`config.mk`:
```
export PLATFORM = sky130hd
export DESIGN_NAME = alarm_wdog_irq
export DESIGN_NICKNAME = d
export VERILOG_FILES = /design/src/rtl/alarm_wdog_irq.sv
export SDC_FILE = /design/constraint.sdc
export NUM_CORES = 1
export LEC_CHECK = 0
export BUFFER_PORTS_ARGS = -buffer_cell sky130_fd_sc_hd__buf_2
export CORE_MARGIN = 2
export CORE_UTILIZATION = 53
export DETAILED_ROUTE_END_ITERATION = 10
export PLACE_DENSITY = 0.78
export RECOVER_POWER = 25
export SYNTH_ARGS = -nofsm -noshare
export SYNTH_HDL_FRONTEND = slang
export SYNTH_SLANG_ARGS = --single-unit
```
`constraint.sdc`:
```
create_clock -name clk -period 2.2 [get_ports clk]
set_input_delay 0.44 -clock clk [delete_from_list [all_inputs] [get_ports clk]]
set_output_delay 0.44 -clock clk [all_outputs]
set_load 0.005 [all_outputs]
```
`src/rtl/alarm_wdog_irq.sv`:
```
module alarm_wdog_irq #(
  parameter int TW = 6,
  parameter int FW = 7,
  parameter int NF = 4
) (
  input  logic          clk,
  input  logic          rst_n,
  input  logic          sec_tick,
  input  logic [FW-1:0] cur_sec,
  input  logic [FW-1:0] cur_min,
  input  logic [FW-1:0] cur_hour,
  input  logic [FW-1:0] cur_day,
  input  logic          pf_in,
  input  logic          wr_en,
  input  logic [2:0]    wr_sel,
  input  logic [7:0]    wr_data,
  input  logic          flag_rd,
  output logic [2:0]    flags,
  output logic          irq_out,
  output logic          irq_oe
);

  logic [TW-1:0] wd_to, wd_cnt;
  logic [2:0]    en_r, flags_r;
  logic          pp_r, od_r, match_q, alarm_match, wd_load, wd_hit, active;
  logic [FW-1:0] al_val [NF];
  logic [NF-1:0] al_ign;
  logic [FW-1:0] cur [NF];

  assign cur[0] = cur_sec;
  assign cur[1] = cur_min;
  assign cur[2] = cur_hour;
  assign cur[3] = cur_day;

  assign wd_load = wr_en && wr_sel == 3'd0 && !wr_data[7];
  assign wd_hit  = !wd_load && sec_tick && wd_cnt == TW'(1);

  always_comb begin
    logic eq, any;
    eq  = 1'b1;
    any = 1'b0;
    for (int i = 0; i < NF; i++) begin
      if (!al_ign[i]) begin
        any = 1'b1;
        if (al_val[i] != cur[i]) eq = 1'b0;
      end
    end
    alarm_match = any & eq;
  end

  always_ff @(posedge clk or negedge rst_n) begin
    if (!rst_n) begin
      wd_to  <= '0;
      en_r   <= '0;
      pp_r   <= 1'b0;
      od_r   <= 1'b0;
      al_ign <= '1;
      for (int i = 0; i < NF; i++) al_val[i] <= '0;
    end else if (wr_en) begin
      if (wd_load) wd_to <= wr_data[TW-1:0];
      if (wr_sel == 3'd1) begin
        en_r <= wr_data[2:0];
        pp_r <= wr_data[3];
        od_r <= wr_data[4];
      end
      for (int i = 0; i < NF; i++) begin
        if (wr_sel == 3'(i + 2)) begin
          al_val[i] <= wr_data[FW-1:0];
          al_ign[i] <= wr_data[7];
        end
      end
    end
  end

  always_ff @(posedge clk or negedge rst_n) begin
    if (!rst_n) begin
      wd_cnt  <= '0;
      match_q <= 1'b0;
      flags_r <= '0;
    end else begin
      if (wd_load) wd_cnt <= wr_data[TW-1:0];
      else if (sec_tick && wd_cnt != '0) wd_cnt <= wd_cnt - TW'(1);
      match_q <= alarm_match;
      flags_r <= (flag_rd ? 3'b000 : flags_r) | {wd_hit, pf_in, alarm_match & ~match_q};
    end
  end

  assign flags   = flags_r;
  assign active  = |(flags_r & en_r);
  assign irq_oe  = pp_r | (od_r & active);
  assign irq_out = pp_r & active;

endmodule


```
==> summary.txt, run 1 <==
outcome = finished, final reports clean
Max H-tree Level = 2
largest net degree at the start of global routing = 19
hold buffer count at cts = 0
total track usage = 20.7%
asr flop ratio synth = 100%
share of layout cells above drive strength 1 = 45.1%
CTS sink count = 47
WP data required = 1.76 ns
Post-Synth Simple-Gate Area = 8.14%
n_diodes = 0
antenna violations before repair = 0
slew of the pin with the lowest slew margin = 0.866 ns
wirelength, routed = 4470 um
FMAX = 0.578 GHz
DR WL/cell = 15.7 um
Core ar. = 4060 um2
remaining antenna violation count = 0
Synth Cell Area = 2260 um2
grt ovf = 0
Critical Path AT = 1.29 ns
top-level I/O count = 50
Final nets = 281
XOR/XNOR share of the synthesized area = 12.8%
Worst setup EP type = primary output
clock-pin slew on the worst setup and hold paths = 0.09 ns
Adder-Cell Fraction of Synth Area = 1.11%
Compound-Gate Fraction of Synth Area = 5.26%
Via Count = 1,527
Initial Utilization = 55.7%
DRT iter0 DRCs = 36
setup ws final = 0.471 ns
Pleak = 1.22 nW
RSZ-0062 raised after global routing = no
crit path launch type = register
Final Skew = 0.00888 ns
port buffer count = 49
number of synthesized flops with an enable pin = 0
final hold vios = 0
first-pass GRT wire length = 7700 um
#FFs+latches synth = 47
Max Cap Violations = 0
Pwr Density = 905 nW/um2
Area contributors post-synth = dfrtp_1 (48%), mux2_2 (19%), xor2_1 (8.1%)
gpl congestion = 0.735
largest family of logic cells by synthesized area = multiplexers
sequential fraction of the synthesis area = 52.2%
crit-path max FO = 3
placed wire-length estimate = 3470 um
# setup viols final = 0
DR pass1 iterations = 4
Slew HR = 42.2%
Clock Latency Late Sink = 0.30 ns
DR DRC count = 0
Max VDD drop = 0.428 mV
hold crit path type = input port to async pin
minimum clock period = 1.73 ns
Main synth FF type = dfrtp_1
row count = 23
clk root buf = clkbuf_8
Min Hold Slack = 0.183 ns
post-synthesis area per instance = 13.0 um2
Mapped Nets = 221
drt via density = 5.36
synth warn = 0
total negative slack = 0 ns
Die Span Y = 69.3 um
synthesis-to-finish area growth = 19.7%
TritonCTS clock tree = done
Synth Instances = 174
worst-case reg-to-reg path depth = 6
Max clock buf depth = 2
CTS Buf Count = 5
mux share of post-synthesis cell area = 19.4%
via count of the first global-routing pass = 1,613
DIE WIDTH = 69.3 um
Tot Pwr = 2.45 mW
area of the die = 4800 um2
Post-CTS Setup Repair Bufs = 0
Slew Viols, Final = 0
Tcrit/Tclk final = 78.6%
Fillers = 346
number of gates resized after cts = 0
DP Worst Slack = 0.341 ns
Setup Crit Path Kind = register to primary output
Synth cell types = 28
Yosys top cell area share = 47.6%
post-synth top area cell = dfrtp_1
## stage by stage
stage	cells	util (%)	cell area, um2
2_1_floorplan	174	-	2260
6_report	285	66.7	2710
3_3_place_gp	277	64.2	2610
3_5_place_dp	277	64.2	2610
5_1_grt	285	66.7	2710
4_1_cts	285	66.8	2710
## power by group
| group | internal, mW | switching (mW) | leakage, nW |
|---|---|---|---|
| clock | 0.340 | 0.268 | 0.0524 |
| sequential | 1.09 | 0.168 | 0.561 |
| combinational | 0.343 | 0.240 | 0.609 |
## cells in the mapped netlist, types with 2 or more instances
master / number
dfrtp_1: 43
inv_1: 4
nor4_1: 7
ha_1: 2
xnor2_1: 12
xor2_1: 21
dfstp_2: 4
nand2_1: 10
o21ai_0: 3
a21o_1: 3
nor2_1: 2
nand4b_1: 2
mux2_2: 39
nand3_1: 4
nor3_1: 2
nor3b_2: 2
a41oi_1: 3
## final timing paths
check                      startpoint  slack, ns          to
min reg2reg                  flags[1]       0.51    flags[1]
max                          flags[0]       0.47      irq_oe
max reg2reg                 wd_cnt[0]       0.50   wd_cnt[5]
min                             rst_n       0.18  al_val[18]
min in group clk                pf_in       0.33    flags[1]
max in group asynchronous       rst_n       0.78  al_val[10]
## registers in the layout, indices dropped and copies added, names as in the netlist
name,count
al_ign,4
al_val,28
wd_cnt,6
od_r,1
pp_r,1
match_q,1
flags,3
en_r,3
## cells in the final DEF, fill, tap and decap left out
cell / n
dfstp_2: 4
dfrtp_1: 43
a22oi_1: 1
clkbuf_8: 5
nand2_1: 10
o2bb2ai_1: 1
nor3b_2: 2
inv_1: 4
nand2b_1: 1
xnor2_1: 12
a2111oi_2: 1
a41oi_1: 3
a21o_1: 3
nor3_2: 1
nand4b_1: 2
o21ai_0: 3
a21boi_1: 1
buf_2: 48
nor4_1: 7
buf_4: 5
ha_1: 2
bufinv_16: 1
a211oi_1: 1
a22o_1: 1
and2_1: 1
nor3_1: 2
nand3_1: 4
clkbuf_1: 4
mux2_2: 39
nor2_1: 2
xor2_1: 21
## per-layer routing
layer  GRT usage, %  routed length, um
met3           4.94                183
met4           5.88                 44
met2           35.0               2210
met5              0                  0
met1           26.5               2030
## worst max-delay path: stages, from the launching register on
cell,delay (ns)
dfrtp_1,0.43
a22oi_1,0.18
nand2_1,0.09
a21o_1,0.17
buf_2,0.12
## kinds of logic after synthesis
logic type               Yosys count
AND/OR/NAND/NOR                   32
flip-flops                        47
XOR/XNOR                          33
multiplexers                      39
adder cells (fa/ha/maj)            2
buffers and inverters              6
AO/OA/AOI/OAI                     15
## cell type report
| type | instances | area (um2) | share of cell area, % |
|---|---|---|---|
| Sequential cell | 47 | 1180 | 43.6 |
| Multi-Input combinational cell | 121 | 1060 | 39.0 |
| Timing Repair Buffer | 55 | 285 | 10.5 |
| Clock buffer | 7 | 76.3 | 2.82 |
| Tap cell | 50 | 62.6 | 2.31 |
| Clock inverter | 1 | 30.0 | 1.11 |
| Inverter | 4 | 15.0 | 0.555 |
Power figures use the tool's default switching activity.
==> run 2: changes to the inputs <==
clock period = 1.63 ns   (was 2.2 ns; I/O delays follow)
==> run 2 against run 1 <==
Compared with the run above: critical path type is now register to register; sequential cell count unchanged; via count rose by 2.2%; combinational power is 62% higher; register-to-register slack got worse by 0.58 ns; clock power increased by 43%; non-clock buffer count grew 11; the flow now finishes with violations (setup timing).
==> summary.txt, run 2 (synthesis gave the netlist of run 1 again) <==
Tot Pwr = 3.50 mW (was 2.45 mW)
crit-path max FO = 2 (was 3)
n_diodes = 0 (unchanged)
Worst setup EP type = register (was primary output)
Pwr Density = 1220 nW/um2 (was 905 nW/um2)
hold crit path type = input port to register (was input port to async pin)
Max Cap Violations = 0 (unchanged)
fin util = 70.6% (was 66.7%)
Via Count = 1,560 (was 1,527)
share of layout cells above drive strength 1 = 49.6% (was 45.1%)
FMAX = 0.586 GHz
Setup Crit Path Kind = register to register (was register to primary output)
Pleak = 1.29 nW (was 1.22 nW)
total negative slack = -0.140 ns (was 0 ns)
Min Hold Slack = 0.197 ns (was 0.183 ns)
largest register by flop count = al_val (unchanged)
# setup viols final = 2 (was 0)
drt via density = 5.27 (was 5.36)
antenna violations before repair = 0 (unchanged)
Largest register FFs = 28 (unchanged)
clock-pin slew on the worst setup and hold paths = 0.08 ns (was 0.09 ns)
Tcrit/Tclk final = 105%
minimum clock period = 1.71 ns
top-level I/O count = 50 (unchanged)
Max H-tree Level = 2 (unchanged)
RSZ-0062 raised after global routing = yes (was no)
DR pass1 iterations = 4 (unchanged)
wirelength, routed = 4670 um (was 4470 um)
outcome = finished with violations (was finished, final reports clean)
synthesis-to-finish area growth = 26.7% (was 19.7%)
via count of the first global-routing pass = 1,606 (was 1,613)
total track usage = 20.2% (was 20.7%)
Initial Utilization = 55.7% (unchanged)
crit path launch type = register (unchanged)
placed wire-length estimate = 3360 um (was 3470 um)
largest registers = al_val x28, wd_cnt x6, al_ign x4 (unchanged)
Final Skew = 0.00542 ns (was 0.00888 ns)
area of the die = 4800 um2 (unchanged)
DR WL/cell = 15.8 um (was 15.7 um)
commonest cells after routing, fill and taps aside = buf_2 (47), dfrtp_1 (43), mux2_2 (39) (was buf_2 (48), dfrtp_1 (43), mux2_2 (39))
gpl congestion = 0.824 (was 0.735)
grt ovf = 0 (unchanged)
TritonCTS clock tree = done (unchanged)
DR DRC count = 0 (unchanged)
WP data required = 1.87 ns (was 1.76 ns)
Slew HR = 37.1% (was 42.2%)
DIE WIDTH = 69.3 um (unchanged)
row count = 23 (unchanged)
Die Span Y = 69.3 um (unchanged)
CTS Buf Count = 5 (unchanged)
commonest non-fill, non-tap cell in the layout = buf_2 (unchanged)
largest net degree at the start of global routing = 33 (was 19)
Final nets = 292 (was 281)
setup ws final = -0.0758 ns (was 0.471 ns)
Crit path largest cell delay = 0.39 ns (was 0.43 ns)
Critical Path AT = 1.95 ns (was 1.29 ns)
first-pass GRT wire length = 7540 um (was 7700 um)
Max VDD drop = 0.724 mV (was 0.428 mV)
failing checks = setup timing
Max clock buf depth = 2 (unchanged)
clk root buf = clkbuf_8 (unchanged)
DP Worst Slack = -0.112 ns (was 0.341 ns)
port buffer count = 49 (unchanged)
slew of the pin with the lowest slew margin = 0.943 ns (was 0.866 ns)
Clock Latency Late Sink = 0.30 ns (about the same)
remaining antenna violation count = 0 (unchanged)
CTS sink count = 47 (unchanged)
Worst path slowest cell = dfrtp_1 (unchanged)
DRT iter0 DRCs = 45 (was 36)
Critical Path, Cell by Cell = xor2_1 > nor4_2 > a41oi_2 > a2111oi_4 > a22o_1 (was a22oi_1 > nand2_1 > a21o_1 > buf_2)
Core ar. = 4060 um2 (unchanged)
Slew Viols, Final = 0 (unchanged)
final hold vios = 0 (unchanged)
run 2: critical path: cells and delay by family, from the launching register on:
kind,cells,cell delay [ns]
XOR/XNOR,1,0.15
AND/OR/NAND/NOR,1,0.34
flip-flops,1,0.39
AO/OA/AOI/OAI,3,0.77
run 2: layout make-up:
class | count | area [um2]
flip-flops and latches | 47 | 1180
clock inverters | 2 | 35.0
repair buffers | 66 | 378
multi-input cells | 121 | 1110
well taps | 50 | 62.6
inverters | 4 | 15.0
fillers | 298 | 1190
clock buffers | 6 | 82.6
run 2: through the flow:
| stage | std cells | cell area [um2] |
|---|---|---|
| floorplan | 174 | 2260 |
| global placement | 281 | 2650 |
| detailed placement | 281 | 2650 |
| CTS | 291 | 2790 |
| global route | 296 | 2870 |
| finish | 296 | 2870 |
run 2: timing repair:
item,in CTS,in global routing
hold endpoints to repair,15,0
gates resized for setup,0,7
pin swaps,1,7
hold buffers,1,0
endpoints found under the setup margin,2,7
setup buffers,1,5
run 2: report_power, final:
part           switching, mW  total, mW  leakage, nW  internal (mW)
combinational          0.399      0.945        0.671          0.546
sequential             0.219       1.69        0.561           1.47
clock                  0.372      0.868       0.0612          0.496
total                  0.990       3.50         1.29           2.51
run 2: path summary, 6_finish.rpt:
kind	startpoint	to	slack [ns]	cells past startpoint
setup / recovery	al_val[14]	flags[0]	-0.08	5
setup reg to reg	al_val[14]	flags[0]	-0.08	5
min in group asynchronous	rst_n	al_val[18]	0.68	2
hold / removal	pf_in	flags[1]	0.20	2
hold reg to reg	flags[1]	flags[1]	0.51	1
max in group asynchronous	rst_n	al_ign[2]	0.20	3
run 2: metal layers:
| layer | up-vias | routed length (um) | track usage, % |
|---|---|---|---|
| met5 | - | 0 | 0 |
| met4 | 0 | 40 | 4.58 |
| met3 | 5 | 180 | 5.23 |
| met2 | 34 | 2390 | 35.1 |
| met1 | 762 | 2060 | 25.4 |
| li1 | 759 | - | - |
==> run 3: changes to the inputs <==
BUFFER_PORTS_ARGS = default   (was -buffer_cell sky130_fd_sc_hd__buf_2)
CORE_UTILIZATION = 67   (was 53)
DONT_BUFFER_PORTS = 1   (was default)
PLACE_DENSITY = 0.83   (was 0.78)
clock period = 2.1 ns   (was 1.63 ns; I/O delays follow)
==> run 3 against run 2 <==
Compared with the run above: the flow now finishes without violations; die area decreased by 20%; cell count fell by 22%; utilization grew 2.2 points; non-clock buffer count down 61; final area decreased by 17%; highest routed layer unchanged; register-to-register slack better by 0.51 ns; sequential cell count unchanged; critical path depth decreased by 2; sequential share of layout area up 8.1 points; critical endpoint is now irq_oe; routed wire length is 7.6% lower; largest power group unchanged; clock power fell by 56%.
==> summary.txt, run 3 (synthesis gave the netlist of run 1 again) <==
outcome = finished, final reports clean (was finished with violations)
Worst Setup SP = flags[0] (was al_val[14])
Worst setup EP type = primary output (was register)
largest registers = al_val x28, wd_cnt x6, al_ign x4 (unchanged)
WP data required = 1.68 ns (was 1.87 ns)
row count = 21 (was 23)
Tcrit/Tclk final = 80.8%
share of layout cells above drive strength 1 = 30.4% (was 49.6%)
DR pass1 iterations = 4 (unchanged)
n_diodes = 0 (unchanged)
# placed instances = 221 (was 281)
Die Span Y = 62.1 um (was 69.3 um)
clock-pin slew on the worst setup and hold paths = 0.12 ns (was 0.08 ns)
top-level I/O count = 50 (unchanged)
drt via density = 6.01 (was 5.27)
Max Cap Violations = 0 (unchanged)
hold crit path type = input port to register (unchanged)
final hold vios = 0 (unchanged)
Max clock buf depth = 2 (unchanged)
DRT iter0 DRCs = 69 (was 45)
Crit path depth = 3 (was 5)
commonest non-fill, non-tap cell in the layout = dfrtp_1 (was buf_2)
Crit path largest cell delay = 0.46 ns (was 0.39 ns)
fin area = 2390 um2 (was 2870 um2)
RSZ-0062 raised after global routing = no (was yes)
Largest register FFs = 28 (unchanged)
minimum clock period = 1.70 ns
Placed Instance Area = 2330 um2 (was 2650 um2)
fin util = 72.8% (was 70.6%)
Slew HR = 26.4% (was 37.1%)
wirelength, routed = 4320 um (was 4670 um)
largest net degree at the start of global routing = 48 (was 33)
Pwr Density = 941 nW/um2 (was 1220 nW/um2)
CP delay by family, top = flip-flops (was compound AO/OA/AOI/OAI gates)
Max VDD drop = 0.588 mV (was 0.724 mV)
Slew Viols, Final = 0 (unchanged)
Max H-tree Level = 2 (unchanged)
setup ws final = 0.402 ns (was -0.0758 ns)
worst-case reg-to-reg path depth = 5 (unchanged)
Critical Path AT = 1.28 ns (was 1.95 ns)
Setup Crit Path Kind = register to primary output (was register to register)
largest register by flop count = al_val (unchanged)
crit-path max FO = 3 (was 2)
CTS Buf Count = 5 (unchanged)
gpl congestion = 0.870 (was 0.824)
Via Count = 1,383 (was 1,560)
slew of the pin with the lowest slew margin = 1.10 ns (was 0.943 ns)
Reg-to-Reg Start = al_val[13] (was al_val[14])
TritonCTS clock tree = done (unchanged)
DP Worst Slack = 0.369 ns (was -0.112 ns)
# setup viols final = 0 (was 2)
Initial Utilization = 68.8% (was 55.7%)
total track usage = 25.9% (was 20.2%)
synthesis-to-finish area growth = 5.81% (was 26.7%)
antenna violations before repair = 0 (unchanged)
port buffer count = 0 (was 49)
Pleak = 0.998 nW (was 1.29 nW)
Min Hold Slack = 0.154 ns (was 0.197 ns)
non-filler cells in the finished layout = 230 (was 296)
commonest cells after routing, fill and taps aside = dfrtp_1 (43), mux2_2 (39), xor2_1 (21) (was buf_2 (47), dfrtp_1 (43), mux2_2 (39))
Clock Latency Late Sink = 0.35 ns (was 0.30 ns)
Tot Pwr = 2.25 mW (was 3.50 mW)
number of gates resized after cts = 0 (unchanged)
CTS sink count = 47 (unchanged)
Core ar. = 3280 um2 (was 4060 um2)
first-pass GRT wire length = 6670 um (was 7540 um)
clk root buf = clkbuf_4 (was clkbuf_8)
Critical Path, Cell by Cell = a22oi_1 > nand2_1 > a21o_1 (was xor2_1 > nor4_2 > a41oi_2 > a2111oi_4 > a22o_1)
placed wire-length estimate = 3260 um (was 3360 um)
DIE WIDTH = 62.1 um (was 69.3 um)
DR DRC count = 0 (unchanged)
remaining antenna violation count = 0 (unchanged)
r2r setup slk = 0.43 ns (was -0.08 ns)
r2r endpoint = flags[0] (unchanged)
DR WL/cell = 18.8 um (was 15.8 um)
via count of the first global-routing pass = 1,420 (was 1,606)
CP endpoint = irq_oe (was flags[0])
FMAX = 0.589 GHz
area of the die = 3860 um2 (was 4800 um2)
total negative slack = 0 ns (was -0.140 ns)
crit path launch type = register (unchanged)
Final nets = 231 (was 292)
Final Skew = 0.0109 ns (was 0.00542 ns)
Worst path slowest cell = dfrtp_1 (unchanged)
WP buf/inv = 0 (unchanged)
grt ovf = 0 (unchanged)
[run 3: metal layers]
| metal | vias up | track usage (%) | part of all wire (%) |
|---|---|---|---|
| li1 | 643 | - | - |
| met1 | 684 | 31.3 | 38 |
| met2 | 43 | 42.6 | 53 |
| met3 | 13 | 7.04 | 5.3 |
| met4 | 0 | 13.4 | 3.3 |
| met5 | - | 0 | 0 |
[run 3: how the worst min path moves through the flow]
| stage | start | depth (start not counted) | endpoint |
|---|---|---|---|
| floorplan | rst_n | 0 | al_val[0] |
| global placement | rst_n | 0 | al_val[4] |
| detailed placement | rst_n | 0 | al_val[14] |
| CTS | pf_in | 1 | flags[1] |
| global route | pf_in | 1 | flags[1] |
| finish | pf_in | 1 | flags[1] |
[run 3: where the power goes]
group / switching, mW / leakage [nW] / total [mW] / internal [mW]
clock network: 0.257 / 0.0254 / 0.384 / 0.127
registers: 0.182 / 0.561 / 1.32 / 1.14
logic: 0.221 / 0.412 / 0.543 / 0.322
total: 0.661 / 0.998 / 2.25 / 1.59
[run 3: layout make-up]
type	instances	area, um2
Sequential cell	47	1180
Multi-Input combinational cell	121	1060
Inverter	4	15.0
Fill cell	240	892
Timing Repair Buffer	5	37.5
Tap cell	46	57.6
Clock buffer	7	45.0
[run 3: repair_timing]
| action | in CTS | in global routing |
|---|---|---|
| endpoints found under the hold margin | 47 | 0 |
| buffers inserted | 0 | 0 |
| hold buffers | 2 | 0 |
[run 3: worst reg2reg max path, delay by kind of cell (launching register included)]
family                    cells  cell delay (ns)
AOI/OAI and AO/OA             3             0.75
xor gates and xnor gates      1             0.15
DFF                           1             0.40
and+or+nand+nor               1             0.33
